**src/rtl/cme_pkg.sv**
```systemverilog
package cme_pkg;
  typedef enum logic [2:0] {
    OP_CLEAN_VA   = 3'd0,
    OP_INV_VA     = 3'd1,
    OP_CLEAN_IDX  = 3'd2,
    OP_INV_IDX    = 3'd3,
    OP_INV_ALL    = 3'd4,
    OP_SOFT_FLUSH = 3'd5
  } op_e;

  localparam int VALID_BIT = 0;
  localparam int DLO_BIT   = 1;
  localparam int DHI_BIT   = 2;
  localparam logic [31:0] DIRTY_MASK = 32'h0000_0006;

  typedef enum logic [2:0] {
    S_IDLE, S_TRD, S_TCHK, S_DRD, S_DCAP, S_MEMW, S_NEXT
  } state_e;
endpackage

```
**src/rtl/cme_line_select.sv**
```systemverilog
module cme_line_select #(
  parameter int LINE_BYTES = 32,
  parameter int WAYS       = 4,
  parameter int SETS       = 16,
  localparam int OFFS  = $clog2(LINE_BYTES),
  localparam int WAY_W = $clog2(WAYS),
  localparam int SET_W = $clog2(SETS)
) (
  input  logic [2:0]       op,
  input  logic [31:0]      arg,
  output logic [SET_W-1:0] set_o,
  output logic [WAY_W-1:0] way_o
);
  import cme_pkg::*;
  logic [31:0] line_no;

  always_comb begin
    line_no = arg >> OFFS;
    set_o   = arg[OFFS +: SET_W];
    way_o   = '0;
    case (op)
      OP_CLEAN_IDX, OP_INV_IDX: way_o = arg[31 -: WAY_W];
      OP_SOFT_FLUSH: begin
        way_o = line_no[WAY_W-1:0];
        set_o = line_no[WAY_W +: SET_W];
      end
      OP_INV_ALL: set_o = '0;
      default: ;
    endcase
  end
endmodule

```
**src/rtl/cme_wb_plan.sv**
```systemverilog
module cme_wb_plan #(
  parameter int LINE_BYTES = 32,
  localparam int WORDS  = LINE_BYTES / 4,
  localparam int HALF   = WORDS / 2,
  localparam int OFFS   = $clog2(LINE_BYTES),
  localparam int WORD_W = $clog2(WORDS)
) (
  input  logic [31:0]       tag,
  input  logic [31:0]       pa,
  output logic              need,
  output logic [WORD_W-1:0] first,
  output logic [WORD_W:0]   count,
  output logic [31:0]       addr
);
  import cme_pkg::*;

  always_comb begin
    need  = tag[VALID_BIT] && (tag[DLO_BIT] || tag[DHI_BIT]);
    first = '0;
    count = (WORD_W+1)'(WORDS);
    case ({tag[DHI_BIT], tag[DLO_BIT]})
      2'b01: count = (WORD_W+1)'(HALF);
      2'b10: begin
        first = WORD_W'(HALF);
        count = (WORD_W+1)'(HALF);
      end
      default: ;
    endcase
    addr = {pa[31:OFFS], {OFFS{1'b0}}} + (32'(first) << 2);
  end
endmodule

```
**src/rtl/cache_maint_engine.sv**
```systemverilog
module cache_maint_engine #(
  parameter int LINE_BYTES = 32,
  parameter int WAYS       = 4,
  parameter int SETS       = 16,
  localparam int WORDS  = LINE_BYTES / 4,
  localparam int OFFS   = $clog2(LINE_BYTES),
  localparam int WAY_W  = $clog2(WAYS),
  localparam int SET_W  = $clog2(SETS),
  localparam int WORD_W = $clog2(WORDS)
) (
  input  logic              clk,
  input  logic              rst,
  input  logic              cmd_valid,
  input  logic [2:0]        cmd_op,
  input  logic [31:0]       cmd_arg,
  output logic              cmd_ready,
  output logic              done,
  output logic              tag_re,
  output logic [SET_W-1:0]  tag_set,
  output logic [WAY_W-1:0]  tag_way,
  input  logic [31:0]       tag_rdata,
  input  logic [31:0]       pa_rdata,
  output logic              tag_we,
  output logic [31:0]       tag_wdata,
  output logic              data_re,
  output logic [WORD_W-1:0] data_word,
  input  logic [31:0]       data_rdata,
  output logic              mem_wr_req,
  output logic [31:0]       mem_wr_addr,
  output logic [31:0]       mem_wr_data,
  input  logic              mem_wr_ack
);
  import cme_pkg::*;

  state_e            state;
  logic [2:0]        op_q;
  logic [31:0]       arg_q;
  logic [31:0]       tag_q;
  logic [WORD_W:0]   words_left;
  logic [SET_W-1:0]  sel_set;
  logic [WAY_W-1:0]  sel_way;
  logic              plan_need;
  logic [WORD_W-1:0] plan_first;
  logic [WORD_W:0]   plan_count;
  logic [31:0]       plan_addr;
  logic              is_lookup, is_inv, hit, sweep_last;

  cme_line_select #(.LINE_BYTES(LINE_BYTES), .WAYS(WAYS), .SETS(SETS)) u_sel (
    .op(cmd_op), .arg(cmd_arg), .set_o(sel_set), .way_o(sel_way)
  );

  cme_wb_plan #(.LINE_BYTES(LINE_BYTES)) u_plan (
    .tag(tag_rdata), .pa(pa_rdata), .need(plan_need),
    .first(plan_first), .count(plan_count), .addr(plan_addr)
  );

  assign is_lookup  = (op_q == OP_CLEAN_VA) || (op_q == OP_INV_VA);
  assign is_inv     = (op_q == OP_INV_VA) || (op_q == OP_INV_IDX) ||
                      (op_q == OP_INV_ALL) || (op_q == OP_SOFT_FLUSH);
  assign hit        = tag_rdata[VALID_BIT] && (tag_rdata[31:OFFS] == arg_q[31:OFFS]);
  assign sweep_last = (tag_way == WAY_W'(WAYS-1)) && (tag_set == SET_W'(SETS-1));
  assign cmd_ready  = (state == S_IDLE);

  always_ff @(posedge clk) begin
    if (rst) begin
      state       <= S_IDLE;
      op_q        <= '0;
      arg_q       <= '0;
      tag_q       <= '0;
      words_left  <= '0;
      done        <= 1'b0;
      tag_re      <= 1'b0;
      tag_we      <= 1'b0;
      data_re     <= 1'b0;
      mem_wr_req  <= 1'b0;
      tag_set     <= '0;
      tag_way     <= '0;
      tag_wdata   <= '0;
      data_word   <= '0;
      mem_wr_addr <= '0;
      mem_wr_data <= '0;
    end else begin
      done    <= 1'b0;
      tag_re  <= 1'b0;
      tag_we  <= 1'b0;
      data_re <= 1'b0;
      case (state)
        S_IDLE: if (cmd_valid) begin
          op_q  <= cmd_op;
          arg_q <= cmd_arg;
          if (cmd_op > OP_SOFT_FLUSH) begin
            done <= 1'b1;
          end else begin
            tag_set <= sel_set;
            tag_way <= sel_way;
            tag_re  <= 1'b1;
            state   <= S_TRD;
          end
        end
        S_TRD: state <= S_TCHK;
        S_TCHK: begin
          if (is_lookup && !hit) begin
            if (tag_way == WAY_W'(WAYS-1)) begin
              done  <= 1'b1;
              state <= S_IDLE;
            end else begin
              tag_way <= tag_way + 1'b1;
              tag_re  <= 1'b1;
              state   <= S_TRD;
            end
          end else begin
            tag_q <= tag_rdata;
            if (plan_need) begin
              data_word   <= plan_first;
              words_left  <= plan_count;
              mem_wr_addr <= plan_addr;
              data_re     <= 1'b1;
              state       <= S_DRD;
            end else begin
              if (is_inv) begin
                tag_we    <= 1'b1;
                tag_wdata <= '0;
              end
              state <= S_NEXT;
            end
          end
        end
        S_DRD: state <= S_DCAP;
        S_DCAP: begin
          mem_wr_req  <= 1'b1;
          mem_wr_data <= data_rdata;
          state       <= S_MEMW;
        end
        S_MEMW: if (mem_wr_ack) begin
          mem_wr_req <= 1'b0;
          if (words_left == (WORD_W+1)'(1)) begin
            tag_we    <= 1'b1;
            tag_wdata <= is_inv ? '0 : (tag_q & ~DIRTY_MASK);
            state     <= S_NEXT;
          end else begin
            words_left  <= words_left - 1'b1;
            data_word   <= data_word + 1'b1;
            mem_wr_addr <= mem_wr_addr + 32'd4;
            data_re     <= 1'b1;
            state       <= S_DRD;
          end
        end
        S_NEXT: begin
          if (op_q == OP_INV_ALL && !sweep_last) begin
            if (tag_way == WAY_W'(WAYS-1)) begin
              tag_way <= '0;
              tag_set <= tag_set + 1'b1;
            end else begin
              tag_way <= tag_way + 1'b1;
            end
            tag_re <= 1'b1;
            state  <= S_TRD;
          end else begin
            done  <= 1'b1;
            state <= S_IDLE;
          end
        end
        default: state <= S_IDLE;
      endcase
    end
  end
endmodule

```
**config.mk**
```make
export PLATFORM = sky130hd
export DESIGN_NAME = cache_maint_engine
export DESIGN_NICKNAME = d
export VERILOG_FILES = /design/src/rtl/cme_pkg.sv /design/src/rtl/cme_line_select.sv /design/src/rtl/cme_wb_plan.sv /design/src/rtl/cache_maint_engine.sv
export SDC_FILE = /design/constraint.sdc
export NUM_CORES = 1
export LEC_CHECK = 0
export BUFFER_PORTS_ARGS = -buffer_cell sky130_fd_sc_hd__buf_2
export CAP_MARGIN = 40
export CORE_UTILIZATION = 55
export CTS_CLUSTER_SIZE = 28
export DETAILED_ROUTE_END_ITERATION = 6
export GPL_ROUTABILITY_DRIVEN = 1
export GPL_TIMING_DRIVEN = 0
export PLACE_DENSITY = 0.85
export SYNTH_ARGS = -nofsm -noshare
export SYNTH_HDL_FRONTEND = slang
export SYNTH_SLANG_ARGS = --single-unit
```
**constraint.sdc**
```tcl
create_clock -name clk -period 3.83 [get_ports clk]
set_input_delay 0.766 -clock clk [delete_from_list [all_inputs] [get_ports clk]]
set_output_delay 0.766 -clock clk [all_outputs]
set_load 0.05 [all_outputs]
```
=== After elaboration in Yosys (flattened, before gate mapping) ===
Index checks and enable logic that the tools add are counted.

* Register bits: 184
* Input bits: 135
* Output and inout bits: 111
* Logic and storage cells: 157

* Add/sub/neg operators: 6
* Magnitude comparators: 1
* Equality and inequality tests: 33
* Muxes and demuxes: 72
* Bitwise operators: 1
* Reductions and logical operators: 28

{| class="wikitable"
|+ Operators by type and width
! cell !! number
|-
| two-way mux 32 bit || 10
|-
| one-hot mux 32 bit (2 select lines) || 2
|-
| two-way mux 4 bit || 9
|-
| two-way mux 3 bit || 11
|-
| adder 32 x 3 -> 32 bit, second input constant || 1
|-
| adder 32 x 5 -> 32 bit || 1
|-
| == test 27 bit || 1
|-
| != test 2 bit, second input constant || 13
|-
| one-hot mux 4 bit (2 select lines) || 3
|-
| two-way mux 1 bit || 22
|-
| == test 3 bit, second input constant || 7
|-
| one-hot mux 3 bit (7 select lines) || 1
|-
| == test 3 x 2 -> 1 bit, second input constant || 5
|-
| two-way mux 2 bit || 6
|-
| AND reduction 6 bit || 2
|-
| AND reduction 5 bit || 2
|-
| == test 3 x 1 -> 1 bit, second input constant || 2
|-
| logical NOT 3 bit || 2
|-
| one-hot mux 1 bit (2 select lines) || 3
|-
| one-hot mux 1 bit (3 select lines) || 2
|-
| one-hot mux 2 bit (3 select lines) || 1
|-
| one-hot mux 3 bit (2 select lines) || 1
|-
| AND reduction 2 bit || 3
|-
| nonzero test 2 bit || 3
|-
| other kinds (17) || 28
|}

=== Longest topological paths before layout ===
Gate-level depths: netlist of the first run.

* Depth after elaboration: 8
* Gate-level depth with buffers: 9

=== Modules after synthesis ===
A second synthesis of the first run with hierarchy kept.

* Cells, all modules: 1081
* Area, all modules: 8628.3 um^2

{| class="wikitable"
|+ By module, submodules not included
! module !! instances !! cells each !! area each (um^2) !! sequential area each (um^2)
|-
| cache_maint_engine || 1 || 1020 || 8179.1 || 3503.4
|-
| cme_wb_plan || 1 || 43 || 324.1 || 0.0
|-
| cme_line_select || 1 || 18 || 125.1 || 0.0
|}

=== Least setup slack after synthesis of the first run ===
No wires, ideal clock.

* Path kind: reg-to-reg
* From: register state[0]
* To: register tag_set[1]
* Setup time: 0.065 ns
* Data arrival time: 2.493 ns
* Data required time: 3.765 ns
* Slack: 1.272 ns
* Cell stages (with the launch flop): 8
* Period minus slack after synthesis: 2.558 ns
* Cells stage by stage: dfxtp_1 -> nor3_1 -> and2_0 -> clkbuf_1 -> a32oi_1 -> a311oi_1 -> a21oi_1 -> nor2_1

* Longest elaborated chain between the ends: 3
* Elaborated cells between the ends (all ways): 9
* Those cells by class: 5 x eq/ne; 1 x mux; 3 x reduce/logical

{| class="wikitable"
|+ RTL lines
! what !! line !! RTL
|-
| start: declaration || cache_maint_engine.sv:35 || <nowiki>state_e state;</nowiki>
|-
| start signal: assignment || cache_maint_engine.sv:66 || <nowiki>state <= S_IDLE;</nowiki>
|-
| start signal: assignment || cache_maint_engine.sv:97 || <nowiki>state <= S_TRD;</nowiki>
|-
| start signal: assignment || cache_maint_engine.sv:100 || <nowiki>S_TRD: state <= S_TCHK;</nowiki>
|-
| logical NOT 3 bit (*) || -- ||
|-
| net cmd_ready || cache_maint_engine.sv:16 || <nowiki>output logic cmd_ready,</nowiki>
|-
| != test 2 bit (no line) or nonzero test 2 bit (tied branches) || -- ||
|-
| AND reduction 5 bit (no line) || -- ||
|-
| end signal: assignment || cache_maint_engine.sv:94 || <nowiki>tag_set <= sel_set;</nowiki>
|-
| end signal: assignment || cache_maint_engine.sv:152 || <nowiki>tag_set <= tag_set + 1'b1;</nowiki>
|-
| end: declaration || cache_maint_engine.sv:19 || <nowiki>output logic [SET_W-1:0] tag_set,</nowiki>
|}

The timed path passes the listed nets; every way through them passes the cells marked *.
A chain may end at the register's enable or synchronous reset.

=== Final worst setup path of the first run ===
* From: input port tag_rdata[27]
* To: register mem_wr_addr[26]

* Longest elaborated chain between the ends: 6

{| class="wikitable"
|+ RTL lines
! what !! line !! RTL
|-
| start: declaration || cache_maint_engine.sv:21 || <nowiki>input logic [31:0] tag_rdata,</nowiki>
|-
| == test 27 bit || cache_maint_engine.sv:60 || <nowiki>assign hit = tag_rdata[VALID_BIT] && (tag_rdata[31:OFFS] == arg_q[31:OFFS]);</nowiki>
|-
| logical AND 1 bit || cache_maint_engine.sv:60 ||
|-
| logical NOT 1 bit || cache_maint_engine.sv:102 || <nowiki>if (is_lookup && !hit) begin</nowiki>
|-
| logical AND 1 bit || cache_maint_engine.sv:102 ||
|-
| != test 2 bit (no line) || -- ||
|-
| AND reduction 5 bit (no line) || -- ||
|-
| end signal: assignment || cache_maint_engine.sv:116 || <nowiki>mem_wr_addr <= plan_addr;</nowiki>
|-
| end signal: assignment || cache_maint_engine.sv:143 || <nowiki>mem_wr_addr <= mem_wr_addr + 32'd4;</nowiki>
|-
| end: declaration || cache_maint_engine.sv:29 || <nowiki>output logic [31:0] mem_wr_addr,</nowiki>
|}

No other way between the ends.

==> flow_metrics.py, run 1 <==
metrics = {
    "placement": {
        "place_area_mm2": 0.00963,
        "routabilityCongestion": 0.915,
        "dp_hpwl_um": 18300,
        "dp_worst_setup_slack_ps": 545,
        "numPortBuffers": 229,
    },
    "setup_path": {
        "worstPathArrival_ps": 3160,
        "worstSetupPathType": "in -> reg",
        "critPathMaxStageDelay_ps": 640,
        "crit_path_end_kind": "flip-flop",
        "path_cells": "buf_2, xnor2_1, nand4_1, nor4_1, nand3_1, clkbuf_1, a22oi_1, o32ai_2",
        "reg2reg_from": "arg_q[27]",
        "r2r-end": "mem_wr_addr[26]",
        "crit_family": "simple AND/OR/NAND/NOR gates",
        "ff2ff_path_depth": 7,
        "cp-start-kind": "primary input",
        "crit_fanout": 10,
        "r2r_slack_ps": 1080,
        "cp_slowest_cell": "nor4_1",
        "path_buf_inv": 2,
        "cp_data_required_time_ps": 4130,
    },
    "synthesis": {
        "async_flop_share_pct": 0,
        "synth_area_leaders": "dfxtp_1, nand2_1, a21oi_1, mux2i_1, o32ai_2",
        "ys_ff_latch": 173,
        "synth_edf_count": 0,
        "avgSynthCellArea_um2": 8.25,
        "yosysMostFrequentCell": "nand2_1",
        "syn_inst": 998,
        "syn_area_mm2": 0.00823,
        "yosysUniqueCellTypes": 58,
        "ys_seq_area_share_pct": 42.1,
        "synth_top_flop_cell": "dfxtp_1",
        "yosysWarnings": 0,
        "yosysTopAreaCellShare_pct": 42.1,
        "synth_common_cells": "nand2_1, dfxtp_1, a21oi_1",
        "synth_top_area_cell": "dfxtp_1",
    },
    "worst_hold_path": {
        "hp-class": "reg -> reg",
        "whs_path_depth": 2,
        "hold_end": "tag_wdata[25]",
        "min-delay-start": "tag_wdata[25]",
    },
    "route": {
        "drc": 0,
        "ant_nets": 0,
        "drt-initial-drc-count": 812,
        "num_vias": 8473,
        "firstDrtPassIters": 5,
        "wire_per_inst_um": 17.2,
        "via_per_inst": 5.85,
        "routed_wl_um": 24900,
    },
    "finish": {
        "final_core_util_pct": 69.9,
        "layout-drive-gt1-share_pct": 24.7,
        "syn_to_final_growth_pct": 23.9,
        "final_nets": 1393,
        "design_area_mm2": 0.0102,
        "fillers": 1172,
    },
    "timing": {
        "max_freq_mhz": 350,
        "hold_viol": 0,
        "fin_setup_tns_ps": 0,
        "fin_crit_ps": 2860,
        "setup-violations-final": 0,
        "clock_skew_ps": 14.6,
        "slew-limit-headroom_pct": 48.3,
        "fin_crit_sh_pct": 74.6,
        "rsz0062_at_grt": "false",
        "worst_pin_slew_ps": 775,
        "worst_slack_ps": 972,
        "finalMaxSlewViolations": 0,
    },
    "global_routing": {
        "grt_use_total_pct": 32.2,
        "grt_max_degree": 18,
        "grt_pass1_wl_um": 40300,
        "grt.overflow.total": 0,
        "grt_pass1_vias": 8113,
        "grt_antenna_before_repair": 1,
    },
    "floorplan": {
        "initial_core_util_pct": 56.4,
        "die-area_mm2": 0.0155,
        "die_w_um": 124,
        "core_area_mm2": 0.0146,
        "die_y_um": 124,
        "io_pins": 246,
        "fp-row-count": 44,
    },
    "power": {
        "leakage_nw": 4.37,
        "p_int_w": 0.00292,
        "clkPwrFrac_pct": 42.6,
        "p_seq_share_pct": 46.6,
        "vdd_ir_drop_max_mv": 0.353,
        "switching_share_pct": 27.6,
        "comb_power_share_pct": 10.8,
        "powerDensity_mw_per_mm2": 395,
        "switchingPower_w": 0.00111,
    },
    "run": {
        "cap_violations": 0,
    },
    "clock_tree": {
        "cts_setup_buffers": 0,
        "clock-root-buffer": "clkbuf_16",
        "tritoncts": "built",
        "cts.path.max_buffers": 2,
        "htree_levels": 4,
        "worstSkewPairLatency_ps": 440,
        "ctsResizeCount": 0,
        "cts_buffers": 17,
        "clk_pin_slew_ps": 70,
        "postCtsHoldBufs": 0,
        "cts.sinks": 173,
    },
    "status": {
        "outcome": "finished clean",
    },
}
cell families (layout without fill, tap and decap cells):
| kind of cell | after synthesis | count (layout) | share of synthesized area, % |
|---|---|---|---|
| AOI/OAI and AO/OA | 235 | 235 | 20.2 |
| xor gates and xnor gates | 27 | 27 | 2.87 |
| adders and majority gates | 8 | 8 | 1.22 |
| buffers and inverters | 91 | 353 | 4.92 |
| DFF | 173 | 173 | 42.1 |
| muxes | 60 | 60 | 7.29 |
| other | 1 | 5 | 0.0455 |
| and+or+nand+nor | 403 | 403 | 21.4 |
through the flow:
step                total power, W  cells  hold slack [ps]
floorplan                  0.00218   1001              438
global placement           0.00234   1414              438
detailed placement         0.00234   1415              445
CTS                        0.00403   1447              454
global route               0.00416   1448              463
finish                     0.00403   1448              453
worst reg2reg max path, stage by stage (launching register included):
cell      delay (ps)
dfxtp_1          320
xnor2_1          300
nand4_1          140
nor4_1           640
nand3_1          410
clkbuf_1         360
a22oi_1          320
o32ai_2          120
cell usage in the layout, fill, tap and decap left out, types with 4 or more instances in the layout:
cell / count
xor2_1: 4
nor2_1: 55
nand2_1: 248
o221a_1: 4
nand4_1: 14
clkbuf_16: 17
and2_1: 5
and3_1: 7
buf_2: 236
nor2b_1: 6
o21a_1: 4
buf_6: 4
dfxtp_1: 173
nor4_1: 11
buf_4: 7
conb_1: 4
clkbuf_1: 55
nor3b_1: 8
o32ai_2: 26
inv_1: 12
inv_6: 5
buf_1: 6
a21oi_1: 141
a22oi_1: 8
nand3_1: 13
ha_1: 8
nor3_1: 20
a31oi_1: 14
o21ai_0: 7
xnor2_1: 23
mux2i_1: 60
a41oi_1: 4
worst max path at each step:
stage | startpoint | endpoint | slack (ps) | cells after the start
floorplan | state[0] | tag_set[1] | 1270 | 7
global placement | tag_rdata[27] | mem_wr_addr[17] | 560 | 9
detailed placement | tag_rdata[27] | data_word[2] | 540 | 9
CTS | tag_rdata[27] | data_word[2] | 980 | 9
global route | tag_rdata[27] | data_word[2] | 810 | 9
finish | tag_rdata[27] | mem_wr_addr[26] | 970 | 8
area by class of cell:
cell class              instances  area, µm²  share of cell area, %
repair buffers                230       1150                   11.3
well taps                     184        230                   2.26
clock buffers                  18        429                   4.21
plain buffers                  77        353                   3.46
multi-input cells             737       4380                   42.9
clock inverters                14        146                   1.43
diodes                          1       2.50                 0.0245
inverters                      14       52.6                  0.515
flip-flops and latches        173       3460                   33.9
flip-flops by register name, summed over array words and instances, names as in the netlist, 3 cells and up:
signal       flops
tag_set          4
mem_wr_addr     30
data_word        3
tag_q           30
mem_wr_data     32
op_q             3
arg_q           27
words_left       4
state            3
tag_wdata       30
routing by layer:
layer / global-route usage [%] / wire [µm] / vias to the layer above
met5: 0 / 0 / -
met4: 15.7 / 914 / 0
met3: 6.62 / 2440 / 89
met2: 51.2 / 11300 / 509
met1: 41.6 / 10300 / 3879
li1: - / - / 3996
power groups by stage:
| stage | Combinational (W) | Clock (W) | Sequential [W] |
|---|---|---|---|
| floorplan | 0.000233 | 0 | 0.00194 |
| global placement | 0.000422 | 0 | 0.00191 |
| detailed placement | 0.000427 | 0 | 0.00192 |
| CTS | 0.000431 | 0.00172 | 0.00188 |
| global route | 0.000473 | 0.00181 | 0.00188 |
| finish | 0.000437 | 0.00172 | 0.00188 |
Note: power is estimated with default switching activity, not from simulation.
==> inputs of run 2 (changes only) <==
--- a/config.mk
+++ b/config.mk
@@ -7,12 +7,12 @@
 export LEC_CHECK = 0
 export BUFFER_PORTS_ARGS = -buffer_cell sky130_fd_sc_hd__buf_2
 export CAP_MARGIN = 40
-export CORE_UTILIZATION = 55
+export CORE_UTILIZATION = 47
 export CTS_CLUSTER_SIZE = 28
 export DETAILED_ROUTE_END_ITERATION = 6
 export GPL_ROUTABILITY_DRIVEN = 1
 export GPL_TIMING_DRIVEN = 0
-export PLACE_DENSITY = 0.85
+export PLACE_DENSITY = 0.78
 export SYNTH_ARGS = -nofsm -noshare
 export SYNTH_HDL_FRONTEND = slang
 export SYNTH_SLANG_ARGS = --single-unit
==> constraint.sdc (replaced) <==
create_clock -name clk -period 2.5 [get_ports clk]
set_input_delay 0.5 -clock clk [delete_from_list [all_inputs] [get_ports clk]]
set_output_delay 0.5 -clock clk [all_outputs]
set_load 0.05 [all_outputs]
==> flow_metrics.py, run 2 (synthesis results as in run 1) <==
metrics = {
    "setup_path": {
        "path_buf_inv": 2,
        "ff2ff_path_depth": 7,
        "cp-start-kind": "flip-flop",
        "path_cells": "or3b_4, nor3b_4, a22oi_1, clkbuf_1, clkbuf_2, a21oi_1, o32ai_2",
        "r2r_slack_ps": 120,
        "critPathMaxStageDelay_ps": 450,
        "worstSetupPathType": "reg -> reg",
        "crit_start": "state[2]",
        "worstPathArrival_ps": 2670,
        "cp-endpoint": "mem_wr_addr[25]",
        "cp_data_required_time_ps": 2790,
        "reg2reg_from": "state[2]",
        "crit_fanout": 10,
        "crit_path_end_kind": "flip-flop",
        "r2r-end": "mem_wr_addr[25]",
        "cp_slowest_cell": "or3b_4",
        "crit_family": "simple AND/OR/NAND/NOR gates",
        "worstSetupPathDepth": 7,
    },
    "power": {
        "vdd_ir_drop_max_mv": 0.477,
        "powerDensity_mw_per_mm2": 616,
        "design_power_total_w": 0.00639,
        "leakage_nw": 4.43,
    },
    "route": {
        "drt-initial-drc-count": 848,
        "num_vias": 8473,
        "routed_wl_um": 25400,
        "drc": 0,
        "ant_nets": 0,
        "firstDrtPassIters": 6,
        "wire_per_inst_um": 17.0,
        "via_per_inst": 5.69,
    },
    "finish": {
        "final_core_util_pct": 60.4,
        "final_nets": 1393,
        "design_area_mm2": 0.0104,
        "syn_to_final_growth_pct": 26.1,
        "final_cell_mix": "nand2_1, buf_2, dfxtp_1, a21oi_1, mux2i_1",
        "largest_register": "mem_wr_data",
        "layout-drive-gt1-share_pct": 25.6,
        "final_common_cell": "nand2_1",
        "n_antenna_cell": 0,
        "largest_reg_flops": 32,
    },
    "timing": {
        "fin_crit_sh_pct": 95.4,
        "worst_pin_slew_ps": 806,
        "rsz0062_at_grt": "true",
        "worst_slack_ps": 116,
        "finalMaxSlewViolations": 0,
        "max_freq_mhz": 419,
        "slew-limit-headroom_pct": 46.3,
        "clock_skew_ps": 12.7,
        "hold_viol": 0,
        "fin_crit_ps": 2380,
        "fin_setup_tns_ps": 0,
        "setup-violations-final": 0,
    },
    "clock_tree": {
        "clk_pin_slew_ps": 70,
        "worstSkewPairLatency_ps": 430,
        "cts_setup_buffers": 0,
        "cts_buffers": 17,
        "cts.sinks": 173,
        "postCtsHoldBufs": 0,
        "tritoncts": "built",
        "htree_levels": 4,
        "clock-root-buffer": "clkbuf_16",
        "cts.path.max_buffers": 2,
    },
    "global_routing": {
        "grt_use_total_pct": 27.8,
        "grt_pass1_vias": 8065,
        "grt_max_degree": 20,
        "grt_antenna_before_repair": 1,
        "grt_pass1_wl_um": 39300,
        "grt.overflow.total": 0,
    },
    "floorplan": {
        "fp-row-count": 48,
        "die-area_mm2": 0.0181,
        "core_area_mm2": 0.0172,
        "initial_core_util_pct": 47.9,
        "io_pins": 246,
        "die_w_um": 134,
        "die_y_um": 134,
    },
    "placement": {
        "place_area_mm2": 0.00968,
        "dp_worst_setup_slack_ps": -468,
        "numPortBuffers": 229,
        "dp_hpwl_um": 19000,
        "routabilityCongestion": 0.876,
    },
    "run": {
        "cap_violations": 0,
    },
    "worst_hold_path": {
        "hp-class": "in -> reg",
    },
    "status": {
        "outcome": "finished clean",
    },
}
run 2: metal layers:
metal  routed length, µm  track usage, %  vias up
met5                  17               0        -
met4                 808            13.7        2
met3                2480            7.71       70
met2               11800            45.7      459
met1               10200            33.4     3953
li1                    -               -     3989
run 2: worst min-delay path by stage:
stage	startpoint	cells after the start	end	slack, ps
floorplan	tag_q[0]	2	tag_wdata[0]	440
global placement	tag_wdata[27]	2	tag_wdata[27]	440
detailed placement	mem_wr_data[17]	2	mem_wr_data[17]	440
CTS	data_rdata[30]	3	mem_wr_data[30]	280
global route	data_rdata[18]	3	mem_wr_data[18]	290
finish	data_rdata[30]	3	mem_wr_data[30]	300
run 2: repair_timing:
item / 4_1_cts / 5_1_grt
hold endpoints to repair: 0 / 0
gates resized for setup: 3 / 10
setup endpoints to repair: 67 / 81
run 2: worst register-to-register path, stage by stage, from the launching register on:
cell      delay, ps
dfxtp_1         390
or3b_4          450
nor3b_4         270
a22oi_1         170
clkbuf_1        330
clkbuf_2        320
a21oi_1         220
o32ai_2         110
run 2: area by class of cell:
type                    count  area, µm²
fillers                  1562       6800
multi-input cells         737       4430
flip-flops and latches    173       3460
repair buffers            230       1150
clock buffers              17        425
plain buffers              77        357
well taps                 225        282
clock inverters            15        220
inverters                  14       52.6
run 2: through the flow:
| stage | instances | hold WS [ps] |
|---|---|---|
| detailed placement | 1456 | 443 |
| floorplan | 1001 | 438 |
| finish | 1488 | 300 |
| global route | 1488 | 290 |
| global placement | 1455 | 439 |
| CTS | 1488 | 284 |
run 2: report_power, final:
group	leakage (nW)	total, W	switching, W	internal, W
clock	0.310	0.00283	0.00128	0.00155
combinational	2.72	0.000686	0.000446	0.000241
sequential	1.40	0.00287	0.0000518	0.00282
